`config.mk`:
```
export PLATFORM = sky130hd
export DESIGN_NAME = io_intr_arbiter
export DESIGN_NICKNAME = d
export VERILOG_FILES = /design/src/rtl/ioarb_pkg.sv /design/src/rtl/io_enable_mask.sv /design/src/rtl/io_pending.sv /design/src/rtl/io_prio_pick.sv /design/src/rtl/io_loc_map.sv /design/src/rtl/io_intr_arbiter.sv
export SDC_FILE = /design/constraint.sdc
export NUM_CORES = 1
export LEC_CHECK = 0
export ABC_AREA = 0
export BUFFER_PORTS_ARGS = -buffer_cell sky130_fd_sc_hd__buf_2
export CAP_MARGIN = 20
export CORE_MARGIN = 2
export CORE_UTILIZATION = 42
export CTS_CLUSTER_DIAMETER = 150
export DETAILED_ROUTE_END_ITERATION = 8
export PLACE_DENSITY = 0.83
export SYNTH_ARGS = -nofsm -noshare
export SYNTH_HDL_FRONTEND = slang
export SYNTH_SLANG_ARGS = --single-unit
```
`constraint.sdc`:
```
create_clock -name clk -period 3.3 [get_ports clk]
set_clock_uncertainty 0.05 [all_clocks]
set_input_delay 0.33 -clock clk [delete_from_list [all_inputs] [get_ports clk]]
set_output_delay 0.33 -clock clk [all_outputs]
set_load 0.005 [all_outputs]
```
`src/rtl/ioarb_pkg.sv`:
```
package ioarb_pkg;

    localparam int LOC_W       = 12;
    localparam int BC_LOW_CH   = 6;
    localparam int CR_W        = 32;

    localparam int OLD_PSW_LOC = 56;
    localparam int CSW_LOC     = 64;
    localparam int NEW_PSW_LOC = 120;
    localparam int ZERO_LOC    = 185;
    localparam int ADDR_LOC    = 186;

    typedef enum logic [1:0] {
        DEST_NONE    = 2'd0,
        DEST_LOWCORE = 2'd1,
        DEST_PSW     = 2'd2
    } addr_dest_e;

    typedef struct packed {
        logic                 ec;
        logic                 io_mask;
        logic [BC_LOW_CH-1:0] low_mask;
    } psw_ctl_t;

    function automatic int idx_width(input int n);
        return (n > 1) ? $clog2(n) : 1;
    endfunction

endpackage

```
`src/rtl/io_enable_mask.sv`:
```
module io_enable_mask
    import ioarb_pkg::*;
#(
    parameter int NUM_CH = 8
) (
    input  psw_ctl_t          psw,
    input  logic [NUM_CH-1:0] cr2_bits,
    output logic [NUM_CH-1:0] enable
);
    for (genvar k = 0; k < NUM_CH; k++) begin : g_ch
        if (k < BC_LOW_CH) begin : g_low
            assign enable[k] = psw.ec ? (psw.io_mask & cr2_bits[k]) : psw.low_mask[k];
        end else begin : g_high
            assign enable[k] = psw.io_mask & cr2_bits[k];
        end
    end
endmodule

```
`src/rtl/io_pending.sv`:
```
module io_pending #(
    parameter int NUM_CH = 8
) (
    input  logic              clk,
    input  logic              rst,
    input  logic [NUM_CH-1:0] set_i,
    input  logic [NUM_CH-1:0] clr_i,
    output logic [NUM_CH-1:0] pend_o
);
    logic [NUM_CH-1:0] pend_q;

    always_ff @(posedge clk) begin
        if (rst) pend_q <= '0;
        else     pend_q <= (pend_q | set_i) & ~clr_i;
    end

    assign pend_o = pend_q;


    pend_hold_chk: assert property (@(posedge clk) disable iff (rst)
        1'b1 |=> ((pend_q & $past(pend_q & ~clr_i)) == $past(pend_q & ~clr_i)));


    pend_set_chk: assert property (@(posedge clk) disable iff (rst)
        1'b1 |=> ((pend_q & $past(set_i & ~clr_i)) == $past(set_i & ~clr_i)));
endmodule

```
`src/rtl/io_prio_pick.sv`:
```
module io_prio_pick
    import ioarb_pkg::*;
#(
    parameter int NUM_CH = 8,
    localparam int IDX_W = idx_width(NUM_CH)
) (
    input  logic [NUM_CH-1:0] cand,
    output logic              any,
    output logic [IDX_W-1:0]  idx,
    output logic [NUM_CH-1:0] onehot
);
    always_comb begin
        idx = '0;
        for (int k = NUM_CH - 1; k >= 0; k--) begin
            if (cand[k]) idx = IDX_W'(k);
        end
    end

    assign any    = |cand;
    assign onehot = any ? (NUM_CH'(1) << idx) : '0;
endmodule

```
`src/rtl/io_loc_map.sv`:
```
module io_loc_map
    import ioarb_pkg::*;
(
    input  logic             valid,
    input  logic             ec,
    output logic [LOC_W-1:0] old_psw_loc,
    output logic [LOC_W-1:0] csw_loc,
    output logic [LOC_W-1:0] new_psw_loc,
    output logic [LOC_W-1:0] addr_loc,
    output logic [LOC_W-1:0] zero_loc,
    output addr_dest_e       dest
);
    always_comb begin
        old_psw_loc = '0;
        csw_loc     = '0;
        new_psw_loc = '0;
        addr_loc    = '0;
        zero_loc    = '0;
        dest        = DEST_NONE;
        if (valid) begin
            old_psw_loc = LOC_W'(OLD_PSW_LOC);
            csw_loc     = LOC_W'(CSW_LOC);
            new_psw_loc = LOC_W'(NEW_PSW_LOC);
            if (ec) begin
                dest     = DEST_LOWCORE;
                addr_loc = LOC_W'(ADDR_LOC);
                zero_loc = LOC_W'(ZERO_LOC);
            end else begin
                dest = DEST_PSW;
            end
        end
    end
endmodule

```
`src/rtl/io_intr_arbiter.sv`:
```
module io_intr_arbiter
    import ioarb_pkg::*;
#(
    parameter int NUM_CH = 8,
    parameter int DEV_W  = 8,
    parameter int CH_W   = 8,
    localparam int IDX_W  = idx_width(NUM_CH),
    localparam int ADDR_W = CH_W + DEV_W
) (
    input  logic                    clk,
    input  logic                    rst,
    input  logic [NUM_CH-1:0]       req_i,
    input  logic [NUM_CH*DEV_W-1:0] dev_i,
    input  logic [BC_LOW_CH-1:0]    psw_chan_mask_i,
    input  logic                    psw_io_mask_i,
    input  logic                    ec_mode_i,
    input  logic [CR_W-1:0]         cr2_i,
    input  logic                    unit_done_i,
    input  logic                    accept_i,
    output logic [NUM_CH-1:0]       grant_o,
    output logic                    grant_valid_o,
    output logic [ADDR_W-1:0]       io_addr_o,
    output logic [LOC_W-1:0]        old_psw_loc_o,
    output logic [LOC_W-1:0]        csw_loc_o,
    output logic [LOC_W-1:0]        new_psw_loc_o,
    output logic [LOC_W-1:0]        addr_loc_o,
    output logic [LOC_W-1:0]        zero_loc_o,
    output logic [1:0]              addr_dest_o
);
    psw_ctl_t          psw;
    logic [NUM_CH-1:0] enable;
    logic [NUM_CH-1:0] pend;
    logic [NUM_CH-1:0] clr_vec;
    logic [NUM_CH-1:0] pick_oh;
    logic [IDX_W-1:0]  pick_idx;
    logic              pick_any;
    logic              take;
    addr_dest_e        dest;

    logic [NUM_CH-1:0] grant_q;
    logic [IDX_W-1:0]  gidx_q;
    logic [DEV_W-1:0]  gdev_q;
    logic              gec_q;
    logic              gvalid_q;

    logic unused_inputs;
    assign unused_inputs = ^{cr2_i, psw_chan_mask_i};

    assign psw = '{ec: ec_mode_i, io_mask: psw_io_mask_i, low_mask: psw_chan_mask_i};

    io_enable_mask #(.NUM_CH(NUM_CH)) u_enable (
        .psw      (psw),
        .cr2_bits (cr2_i[NUM_CH-1:0]),
        .enable   (enable)
    );

    assign clr_vec = (accept_i && gvalid_q) ? grant_q : '0;

    io_pending #(.NUM_CH(NUM_CH)) u_pending (
        .clk    (clk),
        .rst    (rst),
        .set_i  (req_i),
        .clr_i  (clr_vec),
        .pend_o (pend)
    );

    io_prio_pick #(.NUM_CH(NUM_CH)) u_pick (
        .cand   (pend & enable),
        .any    (pick_any),
        .idx    (pick_idx),
        .onehot (pick_oh)
    );

    assign take = unit_done_i && !gvalid_q && pick_any;

    always_ff @(posedge clk) begin
        if (rst) begin
            grant_q  <= '0;
            gidx_q   <= '0;
            gdev_q   <= '0;
            gec_q    <= 1'b0;
            gvalid_q <= 1'b0;
        end else if (gvalid_q) begin
            if (accept_i) begin
                grant_q  <= '0;
                gvalid_q <= 1'b0;
            end
        end else if (take) begin
            grant_q  <= pick_oh;
            gidx_q   <= pick_idx;
            gdev_q   <= dev_i[pick_idx*DEV_W +: DEV_W];
            gec_q    <= ec_mode_i;
            gvalid_q <= 1'b1;
        end
    end

    io_loc_map u_locs (
        .valid       (gvalid_q),
        .ec          (gec_q),
        .old_psw_loc (old_psw_loc_o),
        .csw_loc     (csw_loc_o),
        .new_psw_loc (new_psw_loc_o),
        .addr_loc    (addr_loc_o),
        .zero_loc    (zero_loc_o),
        .dest        (dest)
    );

    assign grant_o       = grant_q;
    assign grant_valid_o = gvalid_q;
    assign io_addr_o     = gvalid_q ? {CH_W'(gidx_q), gdev_q} : '0;
    assign addr_dest_o   = dest;


    grant_onehot_chk: assert property (@(posedge clk) disable iff (rst)
        $onehot0(grant_q) && (gvalid_q == (grant_q != '0)));


    grant_on_done_chk: assert property (@(posedge clk) disable iff (rst)
        $rose(gvalid_q) |-> $past(unit_done_i));


    grant_lowest_chk: assert property (@(posedge clk) disable iff (rst)
        $rose(gvalid_q) |-> (((grant_q & $past(pend & enable)) != '0) &&
                             (($past(pend & enable) & (grant_q - NUM_CH'(1))) == '0)));


    grant_hold_chk: assert property (@(posedge clk) disable iff (rst)
        (gvalid_q && !accept_i) |=> ($stable(grant_q) && $stable(io_addr_o)));


    grant_release_chk: assert property (@(posedge clk) disable iff (rst)
        (gvalid_q && accept_i) |=> (!gvalid_q && ((pend & $past(grant_q & ~req_i)) == '0)));


    dest_mode_chk: assert property (@(posedge clk) disable iff (rst)
        gvalid_q |-> ((addr_dest_o == 2'(DEST_LOWCORE)) == gec_q));


    locs_idle_chk: assert property (@(posedge clk) disable iff (rst)
        !gvalid_q |-> (new_psw_loc_o == '0 && addr_dest_o == 2'(DEST_NONE) && io_addr_o == '0));
endmodule

```
==> flow_metrics.py, run 1 <==
metrics = {
    "detailed_routing": {
        "totalWireLength_um": 6990,
        "vias": 2495,
        "drtIter0Drc": 136,
        "wire_per_inst_um": 14.3,
        "dr.pass1.iters": 4,
        "ant_nets": 0,
        "drc": 0,
        "avgViaCountPerCell": 5.11,
    },
    "cells_and_area": {
        "syn2layout_area_growth_pct": 21.0,
        "multi_input_area_mm2": 0.00142,
        "fin_nets": 531,
        "nFillCells": 567,
        "n_antenna_cell": 0,
        "register_area_um2": 581,
        "drive_gt1_share_pct": 37.7,
    },
    "synthesis": {
        "yosysSeqAreaShare_pct": 24.3,
        "synth_top_family_by_area": "simple AND/OR/NAND/NOR gates",
        "muxShareOfSynthArea_pct": 4.19,
        "netlist_instances": 302,
        "ys.flop_type": "dfxtp_1",
        "avgSynthCellArea_um2": 7.92,
        "yosys_register_bits": 29,
        "synth_compound_area_share_pct": 19.6,
        "yosys.area_share.xor_xnor_pct": 0,
        "synth_edf_count": 0,
        "yosys.area_share.simple_pct": 28.3,
        "async_reset_ff_share_pct": 0,
        "synth.cell_area_mm2": 0.00239,
        "synth_fa_ha_area_share_pct": 0,
        "ys_warn_count": 0,
        "synth_cell_types": 51,
    },
    "critical_path": {
        "path_cells": "buf_2 -> nor2b_1 -> o21a_4 -> or4_4 -> nor3b_4 -> nand2_2 -> o2111ai_1 -> nand3b_1",
        "reg2reg_depth": 7,
        "r2r-start": "grant_valid_o",
        "start_kind": "primary input",
        "crit_type": "primary input to flip-flop",
        "end_kind": "flip-flop",
        "cp_data_required_time_ns": 3.48,
        "critPathMaxFanout": 15,
        "r2r_slack_ns": 0.84,
        "critPathBufInv": 1,
        "max_stage_delay_ns": 0.60,
        "arrival_ns": 2.67,
        "r2r-end": "gdev_q[6]",
        "crit_slowest_cell": "or4_4",
        "cp_top_family": "simple AND/OR/NAND/NOR gates",
    },
    "timing": {
        "whs_ns": 0.222,
        "fmax_ghz": 0.402,
        "fin_crit_sh_pct": 75.4,
        "fin_setup_tns_ns": 0,
        "slew_headroom_pct": 46.1,
        "slew_viol_final": 0,
        "min_period_ns": 2.49,
        "worstMarginPinSlew_ns": 0.806,
        "setup_viol": 0,
        "rsz0062_at_grt": "no",
        "hold_viol_final": 0,
    },
    "floorplan": {
        "die_area_mm2": 0.00631,
        "core_mm2": 0.00551,
        "initial_utilization_pct": 43.4,
        "dieHeight_um": 79.5,
        "die_x_um": 79.5,
        "ios": 203,
        "fp-row-count": 27,
    },
    "pwr": {
        "power.total_w": 0.000998,
        "p_leak_nw": 1.53,
        "p_per_area_mw_per_mm2": 345,
        "max-vdd-ir-drop_uv": 244,
    },
    "clocking": {
        "clockBufferDepth": 2,
        "ctsResizeCount": 0,
        "cts-root-buf": "clkbuf_8",
        "h-tree-depth": 2,
        "clk_pin_slew_ns": 0.07,
        "clk_latency_ns": 0.28,
        "clock-sinks": 29,
        "cts_buffers": 5,
        "post_cts_buffers": 0,
        "cts_hold_buf": 0,
        "cts_tree": "done",
    },
    "global_routing": {
        "gr-total-overflow": 0,
        "grt_pass1_vias": 2174,
        "antenna_found_initial": 0,
        "grt_pass1_wl_um": 10200,
        "grtUsageTotal_pct": 21.0,
        "grt_max_degree": 26,
    },
    "min_path": {
        "min_to": "gdev_q[2]",
        "hold_path_depth": 3,
        "hp-class": "primary input to flip-flop",
        "min_from": "dev_i[2]",
    },
    "outcome": {
        "status": "complete, no violations",
    },
    "place": {
        "gp_congestion": 0.846,
        "hpwlAfterDp_um": 5520,
        "port_buffers": 131,
    },
    "flow_run": {
        "drv_cap": 0,
    },
}
-- cell usage after synthesis (all sizes together), types with 5 or more instances --
cell type / number / area [µm²]
a21oi: 6 / 30.0
a211oi: 9 / 67.6
nor2: 30 / 113
a22oi: 15 / 118
nand4: 7 / 43.8
clkbuf: 6 / 22.5
a32oi: 5 / 43.8
o21ai: 8 / 51.3
dfxtp: 29 / 581
and3: 8 / 55.1
and2: 17 / 106
mux2i: 10 / 100
nor3: 7 / 40.0
buf: 71 / 536
nand2: 20 / 85.1
nand3: 10 / 50.1
nor2b: 7 / 43.8
nand3b: 7 / 56.3
-- stage by stage --
stage,cell area [µm²],setup WS (ns),utilization (%),cells
after floorplan,2560,1.08,-,348
after global placement,2800,0.603,50.8,480
after detailed placement,2800,0.567,50.8,480
after CTS,2890,0.858,52.5,488
after global routing,2890,0.629,52.5,488
final,2890,0.811,52.5,488
-- report_power, final --
| group | internal, W | switching [W] | total (W) | leakage, nW |
|---|---|---|---|---|
| combinational | 0.000126 | 0.000157 | 0.000282 | 1.24 |
| sequential | 0.000378 | 0.0000224 | 0.000401 | 0.238 |
| clock | 0.000169 | 0.000146 | 0.000315 | 0.0512 |
-- tightest hold or removal path, stage by stage --
cell	delay [ns]
buf_2	0.08
a32oi_1	0.05
nand3b_1	0.07
-- how the worst max path moves through the flow --
stage,start,to,slack [ns],cells after the start
final,ec_mode_i,gdev_q[2],0.81,8
after global routing,grant_valid_o,gdev_q[6],0.63,7
after CTS,ec_mode_i,gdev_q[2],0.86,8
after detailed placement,ec_mode_i,gdev_q[2],0.57,8
after global placement,ec_mode_i,grant_o[3],0.60,8
after floorplan,cr2_i[0],gdev_q[5],1.08,9
-- layout make-up --
cell class,instances,share of cell area [%]
repair buffers,137,24.2
inverters,1,0.130
multi-input cells,241,49.1
clock inverters,2,0.476
well taps,72,3.11
clock buffers,6,2.85
flip-flops and latches,29,20.1
-- metal layers --
layer / GRT usage (%) / up-vias / wire, µm
li1: - / 1199 / -
met1: 25.3 / 1147 / 2890
met2: 35.8 / 134 / 3340
met3: 4.98 / 15 / 623
met4: 8.10 / 0 / 137
met5: 0 / - / 0
-- sequential cells by signal, summed over array words and instances (netlist names) --
register	flops
gdev_q	8
grant_o	8
u_pending.pend_o	8
gidx_q	3
gec_q	1
grant_valid_o	1
-- logic make-up after synthesis --
kind of cell    after synthesis
buf+inv                      78
mux                          10
simple gates                123
other cells                   1
flops                        29
compound gates               61
-- layout by cell type (no fill, tap or decap), types with 6 or more instances in the layout --
master,n
nor3_1,6
buf_4,6
a21oi_1,6
a22oi_1,14
clkbuf_8,6
conb_1,47
mux2i_1,10
nand3b_1,6
nand2_1,18
nand4_1,7
and3_1,7
nand3_1,10
a211oi_1,9
nor2_1,30
and2_1,16
dfxtp_1,29
buf_2,131
nor2b_1,7
(Power assumes the default switching activity.)
==> run 2, diff against run 1 <==
--- a/config.mk
+++ b/config.mk
@@ -5,14 +5,14 @@
 export SDC_FILE = /design/constraint.sdc
 export NUM_CORES = 1
 export LEC_CHECK = 0
-export ABC_AREA = 0
+export ABC_AREA = 1
 export BUFFER_PORTS_ARGS = -buffer_cell sky130_fd_sc_hd__buf_2
 export CAP_MARGIN = 20
 export CORE_MARGIN = 2
-export CORE_UTILIZATION = 42
+export CORE_UTILIZATION = 41
 export CTS_CLUSTER_DIAMETER = 150
 export DETAILED_ROUTE_END_ITERATION = 8
-export PLACE_DENSITY = 0.83
+export PLACE_DENSITY = 0.78
 export SYNTH_ARGS = -nofsm -noshare
 export SYNTH_HDL_FRONTEND = slang
 export SYNTH_SLANG_ARGS = --single-unit
==> constraint.sdc (replaced) <==
create_clock -name clk -period 2.3 [get_ports clk]
set_clock_uncertainty 0.05 [all_clocks]
set_input_delay 0.23 -clock clk [delete_from_list [all_inputs] [get_ports clk]]
set_output_delay 0.23 -clock clk [all_outputs]
set_load 0.005 [all_outputs]
==> run 2 against run 1 <==
Net effect: clock power rose by 44%; total power rose by 60%; register-to-register slack got worse by 0.48 ns; first-iteration DRC count fell by 53%; count of clock-buffer cells in the layout rose by 1; combinational power rose by 110%; via count rose by 15%; critical path type is now flip-flop to flip-flop.
==> flow_metrics.py, run 2 <==
metrics = {
    "global_routing": {
        "grt_pass1_vias": 2489,
        "gr-total-overflow": 0,
        "grt_max_degree": 38,
        "grtUsageTotal_pct": 17.9,
        "antenna_found_initial": 0,
        "grt_pass1_wl_um": 10500,
    },
    "clocking": {
        "clock-sinks": 29,
        "h-tree-depth": 2,
        "clockBufferDepth": 2,
        "clk_pin_slew_ns": 0.06,
        "post_cts_buffers": 0,
        "cts_tree": "done",
        "clk_latency_ns": 0.28,
        "cts_hold_buf": 0,
        "cts-root-buf": "clkbuf_8",
        "cts_buffers": 5,
        "ctsResizeCount": 0,
    },
    "detailed_routing": {
        "vias": 2875,
        "totalWireLength_um": 6740,
        "drtIter0Drc": 64,
        "wire_per_inst_um": 10.7,
        "ant_nets": 0,
        "drc": 0,
        "dr.pass1.iters": 4,
        "avgViaCountPerCell": 4.58,
    },
    "cells_and_area": {
        "fin_area_mm2": 0.00311,
        "register_area_um2": 581,
        "fin_nets": 666,
        "layout_commonest_cell": "nand2_1",
        "multi_input_area_mm2": 0.00151,
        "syn2layout_area_growth_pct": 16.4,
        "n_antenna_cell": 0,
        "drive_gt1_share_pct": 30.1,
        "nFillCells": 656,
        "layout_common_cells": "nand2_1, buf_2, conb_1",
    },
    "place": {
        "dpl_cell_area_mm2": 0.00301,
        "gp_congestion": 0.841,
        "port_buffers": 131,
        "hpwlAfterDp_um": 5220,
    },
    "synthesis": {
        "synth.top_cell.area_share_pct": 27.5,
        "yosysSeqAreaShare_pct": 21.7,
        "synth_edf_count": 0,
        "netlist_instances": 444,
        "yosys-top-cells-area": "nand2_1, dfxtp_1, buf_4",
        "yosys-top-cells-count": "nand2_1, buf_4, nand3_1, dfxtp_1, inv_1",
        "synth_cell_types": 24,
        "ys.flop_type": "dfxtp_1",
        "yosys_register_bits": 29,
        "synth.cell_area_mm2": 0.00267,
        "async_reset_ff_share_pct": 0,
        "yosys.area.top_type": "nand2_1",
        "avgSynthCellArea_um2": 6.02,
        "yosysMostFrequentCell": "nand2_1",
        "ys_warn_count": 0,
    },
    "floorplan": {
        "fp-row-count": 29,
        "core_mm2": 0.00631,
        "initial_utilization_pct": 42.4,
        "die_x_um": 84.8,
        "die_area_mm2": 0.00718,
        "ios": 203,
        "dieHeight_um": 84.8,
    },
    "critical_path": {
        "start_kind": "flip-flop",
        "max_stage_delay_ns": 0.66,
        "critPathMaxFanout": 12,
        "cp_top_family": "simple AND/OR/NAND/NOR gates",
        "end_kind": "flip-flop",
        "arrival_ns": 2.11,
        "cp_data_required_time_ns": 2.47,
        "path_cells": "nand3_1 -> o21ai_1 -> nor2_1 -> nand2_2 -> nand3_2 -> nor2_1 -> nand2_1 -> nand3_1 -> nand2_1 -> inv_1",
        "crit_type": "flip-flop to flip-flop",
        "crit_slowest_cell": "nor2_1",
        "critPathBufInv": 1,
    },
    "pwr": {
        "p_per_area_mw_per_mm2": 514,
        "max-vdd-ir-drop_uv": 297,
        "p_leak_nw": 1.99,
    },
    "timing": {
        "hold_viol_final": 0,
        "rsz0062_at_grt": "no",
        "fmax_ghz": 0.517,
        "slew_headroom_pct": 42.5,
        "setup_viol": 0,
        "worstMarginPinSlew_ns": 0.860,
        "fin_setup_tns_ns": 0,
        "fin_crit_sh_pct": 84.2,
        "slew_viol_final": 0,
        "min_period_ns": 1.94,
    },
    "min_path": {
        "hp-class": "primary input to flip-flop",
    },
    "outcome": {
        "status": "complete, no violations",
    },
    "flow_run": {
        "drv_cap": 0,
    },
}
run 2: cell types whose count changed after synthesis, moves of 15 or more:
cell     before  now
inv_1         1   24
a21oi_1       6   21
nand2_1      18  196
nor2_1       30    6
nand3_1      10   46
and2_1       16    0
run 2: final timing paths:
kind | start | slack, ns | cells after the start | endpoint
setup / recovery | u_pending.pend_o[6] | 0.36 | 10 | gdev_q[7]
hold / removal | req_i[4] | 0.18 | 3 | u_pending.pend_o[4]
setup reg to reg | u_pending.pend_o[6] | 0.36 | 10 | gdev_q[7]
hold reg to reg | grant_o[0] | 0.42 | 1 | u_pending.pend_o[0]
run 2: cell families (layout without fill, tap and decap cells):
logic type | after synthesis | count (layout) | share of synthesized area [%]
flops | 29 | 29 | 21.7
compound gates | 35 | 35 | 7.44
other cells | 1 | 47 | 0.140
simple gates | 264 | 264 | 42.5
buf+inv | 115 | 176 | 28.2
run 2: per-stage QoR:
step / setup slack (ns) / instances / power, W / hold WS (ns) / utilization [%]
6_report: 0.364 / 628 / 0.00160 / 0.181 / 49.3
5_1_grt: 0.0883 / 628 / 0.00172 / 0.198 / 49.3
4_1_cts: 0.337 / 628 / 0.00161 / 0.181 / 49.3
3_5_place_dp: 0.0894 / 620 / 0.00115 / 0.405 / 47.7
3_3_place_gp: 0.139 / 620 / 0.00114 / 0.400 / 47.7
2_1_floorplan: 0.668 / 490 / 0.00107 / 0.359 / -
run 2: worst reg2reg max path, stage by stage (launching register included):
cell and delay, ns:
dfxtp_1 0.35, nand3_1 0.10, o21ai_1 0.13, nor2_1 0.10, nand2_2 0.08, nand3_2 0.07, nor2_1 0.66, nand2_1 0.13
nand3_1 0.11, nand2_1 0.05, inv_1 0.07
run 2: power by group:
part	leakage, nW	switching, W	internal (W)
logic	1.70	0.000359	0.000220
clock network	0.0542	0.000185	0.000270
registers	0.238	0.0000251	0.000542
total	1.99	0.000569	0.00103
run 2: routing by layer:
| layer | track usage, % | share of wire (%) | vias to the layer above | wire length (µm) |
|---|---|---|---|---|
| met4 | 5.63 | 1.5 | 0 | 99 |
| met2 | 33.4 | 50 | 122 | 3390 |
| li1 | - | - | 1473 | - |
| met5 | 0 | 0 | - | 0 |
| met1 | 20.6 | 41 | 1271 | 2780 |
| met3 | 2.85 | 6.9 | 9 | 467 |
run 2: final cells by class:
cell class | instances | share of cell area (%)
Multi-Input combinational cell | 346 | 48.6
Sequential cell | 29 | 18.7
Inverter | 31 | 3.90
Timing Repair Buffer | 137 | 22.5
Clock buffer | 7 | 3.10
Clock inverter | 1 | 0.161
Tap cell | 77 | 3.10
